$ cat src/rtl/i2c_regport_pkg.sv
package i2c_regport_pkg;
  localparam int BYTE_W = 8;
  localparam int CNT_W  = $clog2(BYTE_W + 1);

  typedef enum logic [2:0] {
    PH_IDLE,
    PH_DEVADDR,
    PH_REGADDR,
    PH_WRITE,
    PH_READ
  } phase_t;
endpackage

$ cat src/rtl/i2c_line_events.sv
module i2c_line_events (
  input  logic clk,
  input  logic rst,
  input  logic scl_i,
  input  logic sda_i,
  output logic scl_rise,
  output logic scl_fall,
  output logic start_det,
  output logic stop_det
);
  logic scl_q, sda_q;

  always_ff @(posedge clk) begin
    if (rst) begin
      scl_q <= 1'b1;
      sda_q <= 1'b1;
    end else begin
      scl_q <= scl_i;
      sda_q <= sda_i;
    end
  end

  assign scl_rise  = scl_i & ~scl_q;
  assign scl_fall  = ~scl_i & scl_q;
  assign start_det = scl_i & scl_q & sda_q & ~sda_i;
  assign stop_det  = scl_i & scl_q & ~sda_q & sda_i;
endmodule

$ cat src/rtl/i2c_ptr_counter.sv
module i2c_ptr_counter #(
  parameter int AW = 8
) (
  input  logic          clk,
  input  logic          rst,
  input  logic          load,
  input  logic [AW-1:0] load_val,
  input  logic          inc,
  output logic [AW-1:0] ptr
);
  always_ff @(posedge clk) begin
    if (rst)       ptr <= '0;
    else if (load) ptr <= load_val;
    else if (inc)  ptr <= ptr + 1'b1;
  end

  // one step per increment, wrapping at the top of the space
  ptr_step_chk: assert property (@(posedge clk) disable iff (rst)
    (inc && !load) |=> ptr == AW'($past(ptr) + 1'b1));
endmodule

$ cat src/rtl/i2c_tx_shifter.sv
module i2c_tx_shifter #(
  parameter int W = 8
) (
  input  logic         clk,
  input  logic         rst,
  input  logic         load,
  input  logic         shift,
  input  logic [W-1:0] load_val,
  output logic         bit_o
);
  logic [W-1:0] sreg;

  always_ff @(posedge clk) begin
    if (rst)        sreg <= '1;
    else if (load)  sreg <= load_val;
    else if (shift) sreg <= {sreg[W-2:0], 1'b1};
  end

  assign bit_o = sreg[W-1];
endmodule

$ cat src/rtl/i2c_regport.sv
module i2c_regport
  import i2c_regport_pkg::*;
#(
  parameter logic [6:0] DEV_ADDR = 7'h2A,
  parameter int         AW       = 8
) (
  input  logic              clk,
  input  logic              rst,
  input  logic              scl_i,
  input  logic              sda_i,
  output logic              sda_oe,
  output logic [AW-1:0]     reg_addr,
  output logic [BYTE_W-1:0] reg_wdata,
  output logic              reg_we,
  input  logic [BYTE_W-1:0] reg_rdata
);
  logic scl_rise, scl_fall, start_det, stop_det;
  phase_t phase;
  logic [CNT_W-1:0]  bit_cnt;
  logic [BYTE_W-1:0] rx_sreg;
  logic ack_slot, ack_drv, tx_en, send_next;
  logic byte_done, slot_end;
  logic ptr_load, ptr_inc, tx_load, tx_shift, tx_bit;

  i2c_line_events u_events (
    .clk(clk), .rst(rst), .scl_i(scl_i), .sda_i(sda_i),
    .scl_rise(scl_rise), .scl_fall(scl_fall),
    .start_det(start_det), .stop_det(stop_det)
  );

  i2c_ptr_counter #(.AW(AW)) u_ptr (
    .clk(clk), .rst(rst), .load(ptr_load), .load_val(AW'(rx_sreg)),
    .inc(ptr_inc), .ptr(reg_addr)
  );

  i2c_tx_shifter #(.W(BYTE_W)) u_tx (
    .clk(clk), .rst(rst), .load(tx_load), .shift(tx_shift),
    .load_val(reg_rdata), .bit_o(tx_bit)
  );

  assign byte_done = scl_fall && !ack_slot && (bit_cnt == CNT_W'(BYTE_W))
                     && (phase != PH_IDLE);
  assign slot_end  = scl_fall && ack_slot;

  always_comb begin
    ptr_load = 1'b0;
    ptr_inc  = reg_we;
    tx_load  = 1'b0;
    tx_shift = 1'b0;
    if (!start_det && !stop_det) begin
      if (byte_done && phase == PH_REGADDR) ptr_load = 1'b1;
      if (byte_done && phase == PH_READ)    ptr_inc  = 1'b1;
      if (slot_end && phase == PH_READ && send_next) tx_load = 1'b1;
      if (scl_fall && !ack_slot && phase == PH_READ && tx_en &&
          bit_cnt != '0 && bit_cnt < CNT_W'(BYTE_W))
        tx_shift = 1'b1;
    end
  end

  always_ff @(posedge clk) begin
    if (rst) begin
      phase     <= PH_IDLE;
      bit_cnt   <= '0;
      rx_sreg   <= '0;
      ack_slot  <= 1'b0;
      ack_drv   <= 1'b0;
      tx_en     <= 1'b0;
      send_next <= 1'b0;
      reg_we    <= 1'b0;
      reg_wdata <= '0;
    end else begin
      reg_we <= 1'b0;
      if (start_det || stop_det) begin
        phase     <= start_det ? PH_DEVADDR : PH_IDLE;
        bit_cnt   <= '0;
        ack_slot  <= 1'b0;
        ack_drv   <= 1'b0;
        tx_en     <= 1'b0;
        send_next <= 1'b0;
      end else if (phase != PH_IDLE) begin
        if (scl_rise && !ack_slot && bit_cnt < CNT_W'(BYTE_W)) begin
          rx_sreg <= {rx_sreg[BYTE_W-2:0], sda_i};
          bit_cnt <= bit_cnt + 1'b1;
        end
        if (scl_rise && ack_slot && phase == PH_READ && !ack_drv)
          send_next <= ~sda_i;
        if (byte_done) begin
          ack_slot <= 1'b1;
          unique case (phase)
            PH_DEVADDR: begin
              if (rx_sreg[7:1] == DEV_ADDR) begin
                ack_drv   <= 1'b1;
                phase     <= rx_sreg[0] ? PH_READ : PH_REGADDR;
                send_next <= rx_sreg[0];
              end else begin
                phase    <= PH_IDLE;
                ack_slot <= 1'b0;
                bit_cnt  <= '0;
              end
            end
            PH_REGADDR: begin
              ack_drv <= 1'b1;
              phase   <= PH_WRITE;
            end
            PH_WRITE: begin
              ack_drv   <= 1'b1;
              reg_we    <= 1'b1;
              reg_wdata <= rx_sreg;
            end
            PH_READ: begin
              tx_en     <= 1'b0;
              send_next <= 1'b0;
            end
            default: ;
          endcase
        end
        if (slot_end) begin
          ack_slot <= 1'b0;
          ack_drv  <= 1'b0;
          bit_cnt  <= '0;
          if (phase == PH_READ) begin
            if (send_next) tx_en <= 1'b1;
            else           phase <= PH_IDLE;
          end
        end
      end
    end
  end

  assign sda_oe = ack_drv | (tx_en & ~tx_bit);

  // the acknowledge drive stays inside the ninth clock
  ack_window_chk: assert property (@(posedge clk) disable iff (rst)
    ack_drv |-> ack_slot);

  // the write strobe lasts a single clock
  we_pulse_chk: assert property (@(posedge clk) disable iff (rst)
    reg_we |=> !reg_we);

  // writes only happen in the data phase of a write transaction
  we_phase_chk: assert property (@(posedge clk) disable iff (rst)
    reg_we |-> phase == PH_WRITE);


  start_abort_chk: assert property (@(posedge clk) disable iff (rst)
    start_det |=> (bit_cnt == '0 && !ack_slot && phase == PH_DEVADDR));


  stop_idle_chk: assert property (@(posedge clk) disable iff (rst)
    stop_det |=> (phase == PH_IDLE && !sda_oe && !reg_we));

  // an idle target never pulls the bus
  idle_quiet_chk: assert property (@(posedge clk) disable iff (rst)
    (phase == PH_IDLE) |-> !sda_oe);
endmodule

$ cat config.mk
export PLATFORM = sky130hd
export DESIGN_NAME = i2c_regport
export DESIGN_NICKNAME = d
export VERILOG_FILES = /design/src/rtl/i2c_regport_pkg.sv /design/src/rtl/i2c_line_events.sv /design/src/rtl/i2c_ptr_counter.sv /design/src/rtl/i2c_tx_shifter.sv /design/src/rtl/i2c_regport.sv
export SDC_FILE = /design/constraint.sdc
export NUM_CORES = 1
export LEC_CHECK = 0
export CAP_MARGIN = 20
export CORE_MARGIN = 2
export CORE_UTILIZATION = 61
export CTS_BUF_LIST = sky130_fd_sc_hd__clkbuf_4 sky130_fd_sc_hd__clkbuf_8
export DETAILED_ROUTE_END_ITERATION = 8
export PLACE_DENSITY = 0.87
export SYNTH_ARGS = -nofsm -noshare
export SYNTH_HDL_FRONTEND = slang
export SYNTH_SLANG_ARGS = --single-unit
$ cat constraint.sdc
create_clock -name clk -period 2.8 [get_ports clk]
set_clock_uncertainty 0.05 [all_clocks]
set_input_delay 0.56 -clock clk [delete_from_list [all_inputs] [get_ports clk]]
set_output_delay 0.56 -clock clk [all_outputs]
set_load 0.02 [all_outputs]
---- Word-level counts from Yosys, hierarchy flattened ----
Index checks and enable logic that the tools add are counted.
W data, S select, Z words.
storage, ports and cells
  register bits ........................... 46
  input port bits ......................... 12
  output and inout port bits .............. 18
cells by class
  add/subtract/negate cells ............... 2
  order comparisons ....................... 1
  equal/unequal tests ..................... 7
  mux-type cells .......................... 45
  bitwise logic cells ..................... 17
  reductions and logical operators ........ 37
operators by type and width
  cell                   count
  $mux W8                4
  $mux W1                25
  $mux W3                8
  $mux W4                5
  $logic_and A1 B1 Y1    18
  $add A8 B1 Y8 const B  1
  $and A1 B1 Y1          8
  $not A1 Y1             8
  $reduce_and A4 Y1      2
  $reduce_bool A2 Y1     4
  $eq A7 B6 Y1 const B   1
  $eq A3 B2 Y1 const B   2
  $pmux W3 S2            1
  $reduce_bool A3 Y1     2
  $add A4 B1 Y4 const B  1
  $eq A4 B4 Y1 const B   1
  $logic_not A1 Y1       4
  $lt A4 B4 Y1 const B   1
  $pmux W1 S2            2
  $reduce_bool A4 Y1     1
  $reduce_or A2 Y1       2
  $reduce_or A4 Y1       1
  $eq A3 B1 Y1 const B   1
  $eq A3 B3 Y1 const B   1
  5 further kinds        5

---- Depth between registers and ports, before layout ----
  depth after elaboration ................. 11
  depth in mapped cells ................... 8

---- By module ----
From an unflattened synthesis, not the netlist that was laid out.
unflattened totals
  cell total of the unflattened synthesis .. 247
  area, all modules ....................... 2303.5 sq um
by module, submodules not included
  module           times used  cells an instance  area an instance (sq um)  sequential area each (sq um)
  i2c_regport      1           151                1388.8                    560.5
  i2c_ptr_counter  1           53                 464.2                     160.2
  i2c_tx_shifter   1           35                 365.4                     160.2
  i2c_line_events  1           8                  85.1                      40.0

---- Worst setup path after synthesis ----
OpenSTA, ideal clock, no wires.
  path type ............................... input -> register
  start ................................... input port scl_i
  end ..................................... register u_ptr.ptr[6]
  setup time .............................. 0.074 ns
  data arrival time ....................... 1.674 ns
  required time ........................... 2.676 ns
  path slack .............................. 1.002 ns
  cell stages on the path ................. 4
  buffers on the path ..................... 0
  path through ............................ and4bb_2 -> a31oi_4 -> or4_1 -> a31oi_1
on the way
  cells in the longest elaborated chain, start to end .. 9
RTL lines
  element                                        line                                  RTL
  from (decl)                                    i2c_regport.sv:9                      input logic scl_i,
  $not A1 Y1                                     i2c_line_events.sv:24                 assign scl_fall = ~scl_i & scl_q;
  $and A1 B1 Y1                                  i2c_line_events.sv:24
  $logic_and A1 B1 Y1 (2 in series)              i2c_regport.sv:41                     assign byte_done = scl_fall && !ack_slot && (bit_cnt == CNT_W'(BYTE_W))
  $logic_and A1 B1 Y1                            i2c_regport.sv:42                     && (phase != PH_IDLE);
  $logic_and A1 B1 Y1 (on tied branches)         i2c_regport.sv:51, i2c_regport.sv:52
  $mux W1 (on tied branches)                     i2c_regport.sv:51, i2c_regport.sv:52
  $mux W1                                        i2c_regport.sv:50                     if (!start_det && !stop_det) begin
  $mux W8 or $reduce_bool A2 Y1 (tied branches)  n/a
  to (signal assigned)                           i2c_ptr_counter.sv:13                 else if (load) ptr <= load_val;
  to (signal assigned)                           i2c_ptr_counter.sv:14                 else if (inc) ptr <= ptr + 1'b1;
  to (decl)                                      i2c_ptr_counter.sv:9                  output logic [AW-1:0] ptr
Parallel ways exist; a longest one is shown, timed or not.
A chain may end at the register's enable or synchronous reset.

---- Worst setup path after layout ----
  start ................................... register phase[2]
  end ..................................... register u_ptr.ptr[6]
on the way
  cells in the longest elaborated chain, start to end .. 6
RTL lines
  element                                        line                                  RTL
  from (decl)                                    i2c_regport.sv:18                     phase_t phase;
  from (signal assigned)                         i2c_regport.sv:74                     phase <= start_det ? PH_DEVADDR : PH_IDLE;
  from (signal assigned)                         i2c_regport.sv:93                     phase <= rx_sreg[0] ? PH_READ : PH_REGADDR;
  $reduce_bool A3 Y1                             i2c_regport.sv:42
  $logic_and A1 B1 Y1                            i2c_regport.sv:42
  $logic_and A1 B1 Y1 (on tied branches)         i2c_regport.sv:51, i2c_regport.sv:52
  $mux W1 (on tied branches)                     i2c_regport.sv:51, i2c_regport.sv:52
  $mux W1                                        i2c_regport.sv:50
  $mux W8 or $reduce_bool A2 Y1 (tied branches)  n/a
Parallel ways exist; a longest one is shown, timed or not.

==> metrics.md <==
| Metric | Value |
|---|---|
| Run status | `completed` |
| R2r startpoint | `phase[2]` |
| Overall Power | `0.00133 W` |
| WHS | `0.430 ns` |
| Routability Congestion | `0.896` |
| Root buf cell | `clkbuf_8` |
| Critical path fanouts, max | `14` |
| Number of flops mapped to enable cells by yosys | `0` |
| Flop pwr share | `50.0%` |
| First-pass GRT wire length | `9100 microns` |
| Post-CTS setup buffers | `0` |
| Wire per inst | `15.3 microns` |
| Sequential area share after synthesis | `40.7%` |
| Most common cell after layout, fill and taps aside | `dfxtp_1` |
| Synthesized net count | `282` |
| Total Routing Usage GR | `27.2%` |
| Largest net degree at the start of global routing | `21` |
| Yosys top cell by area | `dfxtp_1` |
| Synth Area in Adders | `1.66%` |
| Largest family of logic cells by synthesized area | `simple AND/OR/NAND/NOR gates` |
| Switch Pwr | `0.000281 W` |
| Layout Nets | `312` |
| Rel. slew slack | `59.1%` |
| Type of origin of the critical path | `register` |
| Mux contribution to synthesized area | `4.43%` |
| Clock tree buffer depth | `2` |
| Netlist cell types | `51` |
| CP Data Arrival Time | `2.34 ns` |
| Cts repair resizes | `0` |
| Net switching fraction of the power | `21.1%` |
| Pwr Density | `484 nW/um^2` |
| Routed WL | `5300 microns` |
| Async SR Flop Fraction | `0%` |
| CP max stage delay | `0.55 ns` |
| Setup slack, reg-to-reg | `0.64 ns` |
| Die H | `64.9 microns` |
| Syn Std Cell Area | `2260 sq um` |
| Critical Path RT | `2.98 ns` |
| Fin crit period | `2.16 ns` |
| Fin Setup TNS | `0 ns` |
| Slew Viols, Final | `0` |
| Remaining global-route overflow | `0` |
| Tcrit/Tclk final | `77.0%` |
| Worst Hold Class | `register to register` |
| Critical Path Slowest Stage Cell | `nor3b_4` |
| Initial antenna violation count | `0` |
| Placement Cell Area | `2610 sq um` |
| Hold depth | `2` |
| Vias in the first global route | `2009` |
| Crit path buffers/inverters | `0` |
| Num ports | `30` |
| CTS tree | `done` |
| Setup crit end | `u_ptr.ptr[6]` |
| Yosys reg bits | `46` |
| CP cell instances | `nor3b_4 > a31oi_4 > or4_1 > a31oi_1` |
| DR vias/cell | `6.11` |
| Register-to-Register Path Depth | `4` |
| Final hold viol count | `0` |
| Die Width | `64.9 microns` |
| Critical path class | `register to register` |
| Sink Count | `46` |
| Clock share of power | `44.3%` |
| Num CTS Buffers | `5` |
| RSZ-0062 raised after global routing | `false` |
| Ant diodes | `0` |
| Critical Path Stages | `4` |
| Initial Utilization | `62.7%` |
| Ratio of cells with drive above 1 in the final layout | `9.40%` |
| Core outline area | `3610 sq um` |
| Commonest non-fill, non-tap cells in the layout | `46 x dfxtp_1, 29 x clkdlybuf4s50_1, 20 x nor2_1` |
| Cell internal pwr | `0.00105 W` |
| Combinational Power Share | `5.7%` |
| DRT Pass-1 Iters | `5` |
| Crit Reg-Reg Endpoint | `u_ptr.ptr[6]` |
| FMAX | `464 MHz` |
| Synth top area cells | `dfxtp_1 41%, mux2i_1 4.4%, nor2_1 3.3%` |
| Pleak | `1.02 nW` |
| Max-cap viol count | `0` |
| CTS HTree Levels | `2` |
| Cell family with most CP delay | `simple AND/OR/NAND/NOR gates` |
| Syn Inst Count | `267` |
| Via Count | `2114` |
| Post-DP HPWL | `3570 microns` |
| Post-route ant nets | `0` |
| Xor and xnor area share after synthesis | `1.55%` |
| Peak VDD IR | `0.363 mV` |
| Yosys top cell area share | `40.7%` |
| Clk_lat worst skew | `0.30 ns` |
| Synth Area in Compound Gates | `21.5%` |
| Fin area | `2750 sq um` |
| PortBufs | `29` |
| Synth-to-Final Area Change | `21.4%` |
| Mean area per synthesized cell | `8.47 sq um` |
| CTS Hold Buffers Added | `0` |
| Starting DRT DRC Count | `275` |
| Die ar. | `4210 sq um` |
| Final setup viols | `0` |
| Util after Layout | `76.1%` |
| Beginning of the critical path | `phase[2]` |
| Clock-pin transition on the worst setup and hold timing paths | `0.09 ns` |
| DRC | `0` |
| Worst Setup End Kind | `register` |
| Post-synth top flop | `dfxtp_1` |
| Rows | `22` |
| Synth warn | `0` |
| Simple-gate area share of the yosys netlist | `23.6%` |
| Slew @ Worst Pin | `0.606 ns` |
-- stage by stage --
| stage | std cells | worst slack [ns] |
|---|---|---|
| 3_3_place_gp | 338 | 0.401 |
| 3_5_place_dp | 338 | 0.370 |
| 2_1_floorplan | 267 | 1.00 |
| 6_report | 346 | 0.644 |
| 4_1_cts | 346 | 0.669 |
| 5_1_grt | 346 | 0.507 |
-- tightest hold or removal path, delay by kind of cell, from the launching register on --
kind	cells	cell delay, ns
flip-flops	1	0.34
buffers and inverters	1	0.06
AO/OA/AOI/OAI	1	0.05
-- metal layers --
layer	track usage, %	up-vias	share of wire (%)
li1	-	1027	-
met1	35.8	995	45
met2	44.8	82	48
met3	4.34	10	6.1
met4	10.1	0	1.4
met5	0	-	0
-- sequential cells by signal, summed over array words and instances (netlist names) --
signal / cells
phase: 3
u_ptr.ptr: 8
tx_en: 1
send_next: 1
u_events.sda_q: 1
reg_we: 1
ack_slot: 1
rx_sreg: 8
u_events.scl_q: 1
u_tx.sreg: 8
bit_cnt: 4
reg_wdata: 8
ack_drv: 1
-- worst min path at each step --
stage	to	from
2_1_floorplan	ack_drv	ack_drv
3_3_place_gp	ack_drv	ack_drv
3_5_place_dp	ack_drv	ack_drv
4_1_cts	ack_drv	ack_drv
5_1_grt	tx_en	tx_en
6_report	ack_drv	ack_drv
-- final cells by class --
class | count | area (sq um)
fillers | 257 | 861
well taps | 48 | 60.1
repair buffers | 39 | 365
inverters | 18 | 67.6
flip-flops and latches | 46 | 921
multi-input cells | 187 | 1190
clock inverters | 3 | 68.8
clock buffers | 5 | 68.8
-- power groups by stage --
stage / combinational, W / clock, W / sequential (W)
after global placement: 0.0000725 / 0 / 0.000679
after detailed placement: 0.0000735 / 0 / 0.000680
after global routing: 0.0000813 / 0.000626 / 0.000666
after CTS: 0.0000745 / 0.000595 / 0.000664
final: 0.0000759 / 0.000589 / 0.000664
after floorplan: 0.0000439 / 0 / 0.000676
-- Yosys cell counts, drive strengths merged, types with 3 or more instances --
| cell type | number |
|---|---|
| inv | 18 |
| o21ai | 21 |
| dfxtp | 46 |
| nor3b | 4 |
| nand2 | 19 |
| mux2i | 10 |
| nand3 | 11 |
| a21oi | 14 |
| nor2 | 20 |
| buf | 5 |
| nor3 | 10 |
| a41oi | 8 |
| nand4 | 4 |
| clkbuf | 11 |
| xnor2 | 3 |
| a31oi | 10 |
| nor4 | 3 |
| a211oi | 9 |
| ha | 3 |
| or3 | 6 |
-- logic make-up (layout without fill, tap and decap cells) --
family	after synthesis	after routing
xor gates and xnor gates	4	4
DFF	46	46
adders and majority gates	3	3
and+or+nand+nor	96	96
buffers and inverters	34	65
AOI/OAI and AO/OA	74	74
muxes	10	10
Power figures use the tool's default switching activity.
